`src/rtl/tt_pkg.sv`:
```
package tt_pkg;
   localparam int ADDR_W = 3;

   localparam logic [ADDR_W-1:0] A_CTRL   = 3'd0;
   localparam logic [ADDR_W-1:0] A_FLAGS  = 3'd1;
   localparam logic [ADDR_W-1:0] A_IEN    = 3'd2;
   localparam logic [ADDR_W-1:0] A_COUNT  = 3'd3;
   localparam logic [ADDR_W-1:0] A_RELOAD = 3'd4;
   localparam logic [ADDR_W-1:0] A_TRIG   = 3'd5;
   localparam logic [ADDR_W-1:0] A_INCP   = 3'd6;
   localparam logic [ADDR_W-1:0] A_INCN   = 3'd7;

   localparam int C_RUN = 0;
   localparam int C_AR  = 1;
   localparam int C_PRE = 2;
   localparam int C_SEL = 3;
   localparam int F_OVF = 1;
endpackage

```
`src/rtl/tt_prescaler.sv`:
```
module tt_prescaler #(
   parameter int PSW = 3
) (
   input  logic           clk,
   input  logic           rst_n,
   input  logic           tick,
   input  logic           enable,
   input  logic [PSW-1:0] sel,
   input  logic           restart,
   output logic           pulse
);
   localparam int PCW = 1 << PSW;
   localparam logic [PCW-1:0] ONES = '1;

   logic [PCW-1:0] pcnt_q;
   logic [PCW-1:0] term;

   assign term  = ONES >> (PCW - 1 - int'(sel));
   assign pulse = enable ? (tick && (pcnt_q == term)) : tick;

   always_ff @(posedge clk or negedge rst_n) begin
      if (!rst_n)
         pcnt_q <= '0;
      else if (restart)
         pcnt_q <= '0;
      else if (enable && tick)
         pcnt_q <= (pcnt_q == term) ? '0 : pcnt_q + 1'b1;
   end

   AST_PRESC_GAP: assert property (@(posedge clk) disable iff (!rst_n)
      (enable && pulse && !restart) |=> !pulse);
endmodule

```
`src/rtl/tt_corrector.sv`:
```
module tt_corrector #(
   parameter int W = 32
) (
   input  logic         clk,
   input  logic         rst_n,
   input  logic         ovf,
   input  logic         clr,
   input  logic [W-1:0] inc_pos,
   input  logic [W-1:0] inc_neg,
   output logic         stretch
);
   logic [W-1:0] acc_q;
   logic [W-1:0] sum;
   logic [W-1:0] span;
   logic         active;

   assign active  = (|inc_pos) && (|inc_neg);
   assign sum     = acc_q + inc_neg;
   assign span    = inc_pos - inc_neg;
   assign stretch = ovf && active && sum[W-1];

   always_ff @(posedge clk or negedge rst_n) begin
      if (!rst_n)
         acc_q <= '0;
      else if (clr)
         acc_q <= '0;
      else if (ovf && active)
         acc_q <= sum[W-1] ? sum + span : sum;
   end

   AST_ACC_CLEAR: assert property (@(posedge clk) disable iff (!rst_n)
      clr |=> (acc_q == '0));
   AST_ACC_IDLE: assert property (@(posedge clk) disable iff (!rst_n)
      (!active && !clr) |=> $stable(acc_q));
endmodule

```
`src/rtl/tt_counter.sv`:
```
module tt_counter #(
   parameter int W = 32
) (
   input  logic         clk,
   input  logic         rst_n,
   input  logic         step,
   input  logic         ld,
   input  logic [W-1:0] ld_val,
   input  logic         trig,
   input  logic [W-1:0] reload_val,
   input  logic         reload_en,
   input  logic         stretch,
   output logic [W-1:0] count,
   output logic         ovf
);
   logic [W-1:0] cnt_q;
   logic         hold_q;

   assign count = cnt_q;
   assign ovf   = step && !hold_q && (&cnt_q) && !ld && !trig;

   always_ff @(posedge clk or negedge rst_n) begin
      if (!rst_n) begin
         cnt_q  <= '0;
         hold_q <= 1'b0;
      end else if (ld) begin
         cnt_q  <= ld_val;
         hold_q <= 1'b0;
      end else if (trig) begin
         cnt_q  <= reload_val;
         hold_q <= 1'b0;
      end else if (step) begin
         if (hold_q)
            hold_q <= 1'b0;
         else if (&cnt_q) begin
            cnt_q  <= reload_en ? reload_val : '0;
            hold_q <= stretch;
         end else
            cnt_q <= cnt_q + 1'b1;
      end
   end

   AST_HOLD_STALL: assert property (@(posedge clk) disable iff (!rst_n)
      (hold_q && step && !ld && !trig) |=> $stable(cnt_q));
endmodule

```
`src/rtl/tick_timer.sv`:
```
module tick_timer #(
   parameter int W       = 32,
   parameter int PSW     = 3,
   parameter bit CORR_EN = 1'b1
) (
   input  logic                  clk,
   input  logic                  rst_n,
   input  logic                  tick_en,
   input  logic [tt_pkg::ADDR_W-1:0] bus_addr,
   input  logic                  bus_we,
   input  logic [W-1:0]          bus_wdata,
   output logic [W-1:0]          bus_rdata,
   output logic                  irq
);
   import tt_pkg::*;

   if (W < 16) begin : g_bad_width
      $error("tick_timer: W must be at least 16");
   end
   if (PSW < 1 || PSW > 4) begin : g_bad_psw
      $error("tick_timer: PSW must be 1..4");
   end
   if (C_SEL + PSW > W) begin : g_bad_fit
      $error("tick_timer: control field exceeds data width");
   end

   logic           run_q, ar_q, pre_q, ovf_flag_q, ovf_ien_q;
   logic [PSW-1:0] sel_q;
   logic [W-1:0]   reload_q, incp_q, incn_q;

   logic wr_ctrl, wr_flags, wr_ien, wr_count, wr_reload, wr_trig, wr_incp, wr_incn;
   assign wr_ctrl   = bus_we && (bus_addr == A_CTRL);
   assign wr_flags  = bus_we && (bus_addr == A_FLAGS);
   assign wr_ien    = bus_we && (bus_addr == A_IEN);
   assign wr_count  = bus_we && (bus_addr == A_COUNT);
   assign wr_reload = bus_we && (bus_addr == A_RELOAD);
   assign wr_trig   = bus_we && (bus_addr == A_TRIG);
   assign wr_incp   = bus_we && (bus_addr == A_INCP);
   assign wr_incn   = bus_we && (bus_addr == A_INCN);

   logic         step, ovf, stretch;
   logic [W-1:0] count;

   always_ff @(posedge clk or negedge rst_n) begin
      if (!rst_n) begin
         run_q    <= 1'b0;
         ar_q     <= 1'b0;
         pre_q    <= 1'b0;
         sel_q    <= '0;
         ovf_ien_q <= 1'b0;
         reload_q <= '0;
         incp_q   <= '0;
         incn_q   <= '0;
      end else begin
         if (wr_ctrl) begin
            run_q <= bus_wdata[C_RUN];
            ar_q  <= bus_wdata[C_AR];
            pre_q <= bus_wdata[C_PRE];
            sel_q <= bus_wdata[C_SEL +: PSW];
         end
         if (wr_ien)    ovf_ien_q <= bus_wdata[F_OVF];
         if (wr_reload) reload_q  <= bus_wdata;
         if (wr_incp)   incp_q    <= bus_wdata;
         if (wr_incn)   incn_q    <= bus_wdata;
      end
   end

   always_ff @(posedge clk or negedge rst_n) begin
      if (!rst_n)
         ovf_flag_q <= 1'b0;
      else if (ovf)
         ovf_flag_q <= 1'b1;
      else if (wr_flags && bus_wdata[F_OVF])
         ovf_flag_q <= 1'b0;
   end

   assign irq = ovf_flag_q && ovf_ien_q;

   tt_prescaler #(.PSW(PSW)) u_presc (
      .clk(clk), .rst_n(rst_n), .tick(tick_en && run_q), .enable(pre_q),
      .sel(sel_q), .restart(wr_ctrl), .pulse(step)
   );

   tt_counter #(.W(W)) u_cnt (
      .clk(clk), .rst_n(rst_n), .step(step), .ld(wr_count), .ld_val(bus_wdata),
      .trig(wr_trig), .reload_val(reload_q), .reload_en(ar_q),
      .stretch(stretch), .count(count), .ovf(ovf)
   );

   if (CORR_EN) begin : g_corr
      tt_corrector #(.W(W)) u_corr (
         .clk(clk), .rst_n(rst_n), .ovf(ovf), .clr(wr_count),
         .inc_pos(incp_q), .inc_neg(incn_q), .stretch(stretch)
      );
   end else begin : g_nocorr
      assign stretch = 1'b0;
   end

   always_comb begin
      bus_rdata = '0;
      unique case (bus_addr)
         A_CTRL: begin
            bus_rdata[C_RUN]        = run_q;
            bus_rdata[C_AR]         = ar_q;
            bus_rdata[C_PRE]        = pre_q;
            bus_rdata[C_SEL +: PSW] = sel_q;
         end
         A_FLAGS:  bus_rdata[F_OVF] = ovf_flag_q;
         A_IEN:    bus_rdata[F_OVF] = ovf_ien_q;
         A_COUNT:  bus_rdata = count;
         A_RELOAD: bus_rdata = reload_q;
         A_INCP:   bus_rdata = incp_q;
         A_INCN:   bus_rdata = incn_q;
         default:  bus_rdata = '0;
      endcase
   end

   AST_FROZEN_STOPPED: assert property (@(posedge clk) disable iff (!rst_n)
      (!run_q && !wr_count && !wr_trig) |=> $stable(count));
   AST_OVF_RELOAD: assert property (@(posedge clk) disable iff (!rst_n)
      (ovf && ar_q) |=> (count == $past(reload_q)));
   AST_OVF_FLAG: assert property (@(posedge clk) disable iff (!rst_n)
      ovf |=> ovf_flag_q);
   AST_IRQ_FALL: assert property (@(posedge clk) disable iff (!rst_n)
      $fell(irq) |-> $past(bus_we));
endmodule

```
`config.mk`:
```
export PLATFORM = sky130hd
export DESIGN_NAME = tick_timer
export DESIGN_NICKNAME = d
export VERILOG_FILES = /design/src/rtl/tt_pkg.sv /design/src/rtl/tt_prescaler.sv /design/src/rtl/tt_corrector.sv /design/src/rtl/tt_counter.sv /design/src/rtl/tick_timer.sv
export SDC_FILE = /design/constraint.sdc
export NUM_CORES = 1
export LEC_CHECK = 0
export ABC_AREA = 1
export BUFFER_PORTS_ARGS = -buffer_cell sky130_fd_sc_hd__buf_2
export CORE_MARGIN = 3
export CORE_UTILIZATION = 28
export DETAILED_ROUTE_END_ITERATION = 10
export PLACE_DENSITY = 0.43
export SETUP_SLACK_MARGIN = 0.05
export SLEW_MARGIN = 15
export SYNTH_ARGS = -nofsm -noshare
export SYNTH_HDL_FRONTEND = slang
export SYNTH_SLANG_ARGS = --single-unit
```
`constraint.sdc`:
```
create_clock -name clk -period 5.1 [get_ports clk]
set_input_delay 0.255 -clock clk [delete_from_list [all_inputs] [get_ports clk]]
set_output_delay 0.255 -clock clk [all_outputs]
set_load 0.1 [all_outputs]
```
==> impl_metrics.py <==
metrics = {
    "status": {
        "status": "complete, no violations",
    },
    "detailed_routing": {
        "dr.first_iter.drc_count": 1240,
        "drc": 0,
        "routed_wl_mm": 60.5,
        "ant_nets": 0,
        "firstDrtPassIters": 5,
        "vias": 15600,
        "via_per_inst": 4.77,
        "routedWlPerCell_um": 18.4,
    },
    "final_layout": {
        "stdcell_area_mm2": 0.0175,
        "fill_cells": 6220,
        "fin_util_pct": 31.6,
        "instances_no_fill": 3281,
        "drive_above_1_share_pct": 7.11,
        "syn2layout_area_growth_pct": 10.7,
        "fin_nets": 2655,
        "diodes": 0,
    },
    "timing": {
        "setup_tns_ns": 0,
        "max_clock_freq_mhz": 214,
        "timing.final.crit_share_pct": 91.8,
        "tightestPinTransition_ns": 1.05,
        "slew_violations": 0,
        "setup_viol": 0,
        "fin_crit_ns": 4.68,
        "relSlewSlack_pct": 29.5,
        "final.setup.worst_slack_ns": 0.417,
        "holdWs_ns": 0.0406,
        "rsz0062_at_grt": "false",
        "skew_ns": 0.0145,
        "finalHoldViolCount": 0,
    },
    "critical_path": {
        "cp_data_arrival_time_ns": 5.04,
        "max_stage_delay_ns": 0.60,
        "criticalPathCategory": "reg2reg",
        "path_depth": 24,
        "end_kind": "register",
        "critPathBufInv": 1,
        "path_cells": "ha_1 > fa_1 > nand3_1 > nand3_1 > nand2_1 > nand2_1 > nand2_1 > nand3_1 > nand2_1 > nand2_1 > fa_1 > inv_1 > ha_1 > nand2_1 > nor2_1 > and3_1 > and2_1 > nand2_1 > nand2_1 > nand2_1 > nand2_1 > nand3_1 > nand3_2 > nand2_1",
        "rrSetupSlack_ns": 0.42,
        "cp-start-kind": "register",
        "rr_endpoint": "g_corr.u_corr.acc_q[26]$_DFFE_PN0P_",
        "cp_max_fo": 5,
        "worstPathRequired_ns": 5.46,
        "cpMostUsedCell": "nand2_1",
        "slowest_stage": "fa_1",
        "cpLargestDelayFamily": "simple AND/OR/NAND/NOR gates",
        "rr_worst_depth": 24,
        "crit-reg2reg-launch": "incn_q[0]$_DFFE_PN0P_",
    },
    "global_routing": {
        "grt_usage_pct": 20.4,
        "antenna_found_initial": 0,
        "use_met3_pct": 2.32,
        "grt_max_degree": 104,
        "grtUsageMet2_pct": 34.2,
        "overflow": 0,
        "grt_pass1_vias": 15300,
        "grt_busiest_layer": "met2",
        "use_met1_pct": 27.6,
        "grt_pass1_wl_mm": 92.8,
    },
    "clocking": {
        "post_cts_resize_count": 0,
        "clock-sinks": 177,
        "ctsLongestPathBuffers": 2,
        "cts_root_buf": "clkbuf_16",
        "clkSlewWorstSetupHoldPaths_ns": 0.08,
        "numCtsBuffers": 17,
        "cts_tree": "built",
        "htree_levels": 4,
        "cts_setup_buffers": 0,
        "hold_buffers": 1,
        "clkLatencyLatePin_ns": 0.48,
    },
    "yosys": {
        "ys_warn_count": 0,
        "syn_avg_cell_area_um2": 6.37,
        "yosysSeqAreaShare_pct": 28.0,
        "synth-main-ff-cell": "dfrtp_1",
        "netlist_area_mm2": 0.0158,
        "syn_inst": 2480,
        "synth_edf_count": 0,
        "synth.distinct_cells": 50,
        "synth_seq_cells": 177,
        "async_reset_ff_share_pct": 100,
        "synth_fp_nets": 2615,
    },
    "power_and_ir_drop": {
        "power.density_mw_per_mm2": 462,
        "total_power_mw": 8.07,
        "p_leak_nw": 9.38,
        "ir_drop_uv": 262,
    },
    "job": {
        "drv_cap": 0,
    },
    "placement": {
        "place_ws_ns": 0.483,
        "gp_congestion": 0.958,
        "port_buffers": 71,
        "dp.cells": 3248,
        "hpwl_mm": 47.4,
        "dpl_cell_area_mm2": 0.0169,
    },
    "worst_hold_path": {
        "min_path_cells": 3,
        "hold_end": "sel_q[2]$_DFFE_PN0P_",
        "hold_path_class": "in2reg",
        "hp-start": "bus_wdata[5]",
    },
    "floorplanning": {
        "die_area_mm2": 0.0593,
        "core_mm2": 0.0554,
        "initial_core_util_pct": 28.5,
        "ios": 72,
        "core.rowCount": 86,
        "die_h_um": 243,
        "die_x_um": 243,
    },
}
## worst register-to-register path, stage by stage (launching register included)
cell and delay [ns]:
dfrtp_1 0.44, ha_1 0.25, fa_1 0.44, nand3_1 0.11
nand3_1 0.14, nand2_1 0.09, nand2_1 0.12, nand2_1 0.18
nand3_1 0.10, nand2_1 0.07, nand2_1 0.10, fa_1 0.60
inv_1 0.06, ha_1 0.41, nand2_1 0.13, nor2_1 0.30
and3_1 0.27, and2_1 0.14, nand2_1 0.12, nand2_1 0.11
nand2_1 0.05, nand2_1 0.08, nand3_1 0.11, nand3_2 0.10
nand2_1 0.05
## registers in the layout, indices dropped and copies added (netlist names), 3 cells and up
register	cells
u_presc.pcnt_q	8
g_corr.u_corr.acc_q	32
u_cnt.count	32
incp_q	32
reload_q	32
sel_q	3
incn_q	32
## cell usage after synthesis, drive strengths merged, types with 24 or more instances
| library cell | number | area (um2) |
|---|---|---|
| dfrtp | 177 | 4430 |
| nand3 | 178 | 1040 |
| nand3b | 24 | 184 |
| a22oi | 31 | 233 |
| fa | 32 | 641 |
| nor3 | 26 | 141 |
| nand2 | 977 | 3680 |
| ha | 64 | 801 |
| xor2 | 33 | 289 |
| nor2 | 155 | 651 |
| a21oi | 58 | 302 |
| o21ai | 151 | 759 |
| inv | 397 | 1490 |
| clkbuf | 36 | 135 |
| buf | 29 | 184 |
## layer usage
layer	wire (um)	share of wire, %	vias to the layer above
li1	-	-	7849
met1	28000	46	7394
met2	28400	47	332
met3	2420	4.0	72
met4	1650	2.7	0
met5	0	0	-
## worst max path at each step
| stage | from | to | slack (ns) |
|---|---|---|---|
| finish | incn_q[0]$_DFFE_PN0P_ | g_corr.u_corr.acc_q[26]$_DFFE_PN0P_ | 0.42 |
| global route | incn_q[0]$_DFFE_PN0P_ | g_corr.u_corr.acc_q[26]$_DFFE_PN0P_ | 0.11 |
| CTS | incn_q[0]$_DFFE_PN0P_ | g_corr.u_corr.acc_q[26]$_DFFE_PN0P_ | 0.45 |
| detailed placement | incn_q[0]$_DFFE_PN0P_ | g_corr.u_corr.acc_q[26]$_DFFE_PN0P_ | 0.48 |
| global placement | incn_q[0]$_DFFE_PN0P_ | g_corr.u_corr.acc_q[26]$_DFFE_PN0P_ | 0.49 |
| floorplan | incn_q[0]$_DFFE_PN0P_ | g_corr.u_corr.acc_q[31]$_DFFE_PN0P_ | 1.50 |
## cell type report
class	instances	area (um2)	share of cell area [%]
timing repair buffer	86	492	2.81
multi-input combinational	1837	9560	54.6
inverter	401	1510	8.61
tap	748	936	5.35
sequential	177	4430	25.3
clock inverter	15	145	0.830
clock buffer	17	425	2.43
## layout by cell type (no fill, tap or decap), types with 2 or more instances in the layout
cell type and instances:
nand2_1 966, inv_1 393, dfrtp_1 177, nand3_1 148
nor2_1 144, o21ai_0 137, buf_2 70, ha_1 64
a21oi_1 57, xor2_1 33, fa_1 32, a22oi_1 31
nand3_2 30, nor3_1 25, nand3b_1 23, o211ai_1 23
xnor2_1 21, nand4_1 19, clkbuf_16 17, nor4_1 14
o21ai_1 13, buf_4 13, nand2_2 11, o21bai_1 8
nor2_4 7, and2_1 5, clkinv_4 5, inv_8 5
clkinv_1 4, inv_2 4, o2111ai_1 4, nor2_2 3
a21o_1 2, o22ai_1 2, clkinvlp_4 2
## report_power, final
group | leakage [nW] | switching [mW] | internal (mW)
registers | 2.30 | 0.441 | 1.69
clock network | 0.276 | 0.722 | 0.649
logic | 6.81 | 3.11 | 1.46
## kinds of logic (layout without fill, tap and decap cells)
| kind of cell | Yosys count | after routing | synth area share [%] |
|---|---|---|---|
| compound gates | 284 | 284 | 10.3 |
| xor+xnor | 54 | 54 | 3.00 |
| fa+ha+maj | 96 | 96 | 9.13 |
| buf+inv | 466 | 519 | 11.6 |
| flops | 177 | 177 | 28.0 |
| simple gates | 1403 | 1403 | 38.0 |
(Power assumes the default switching activity.)
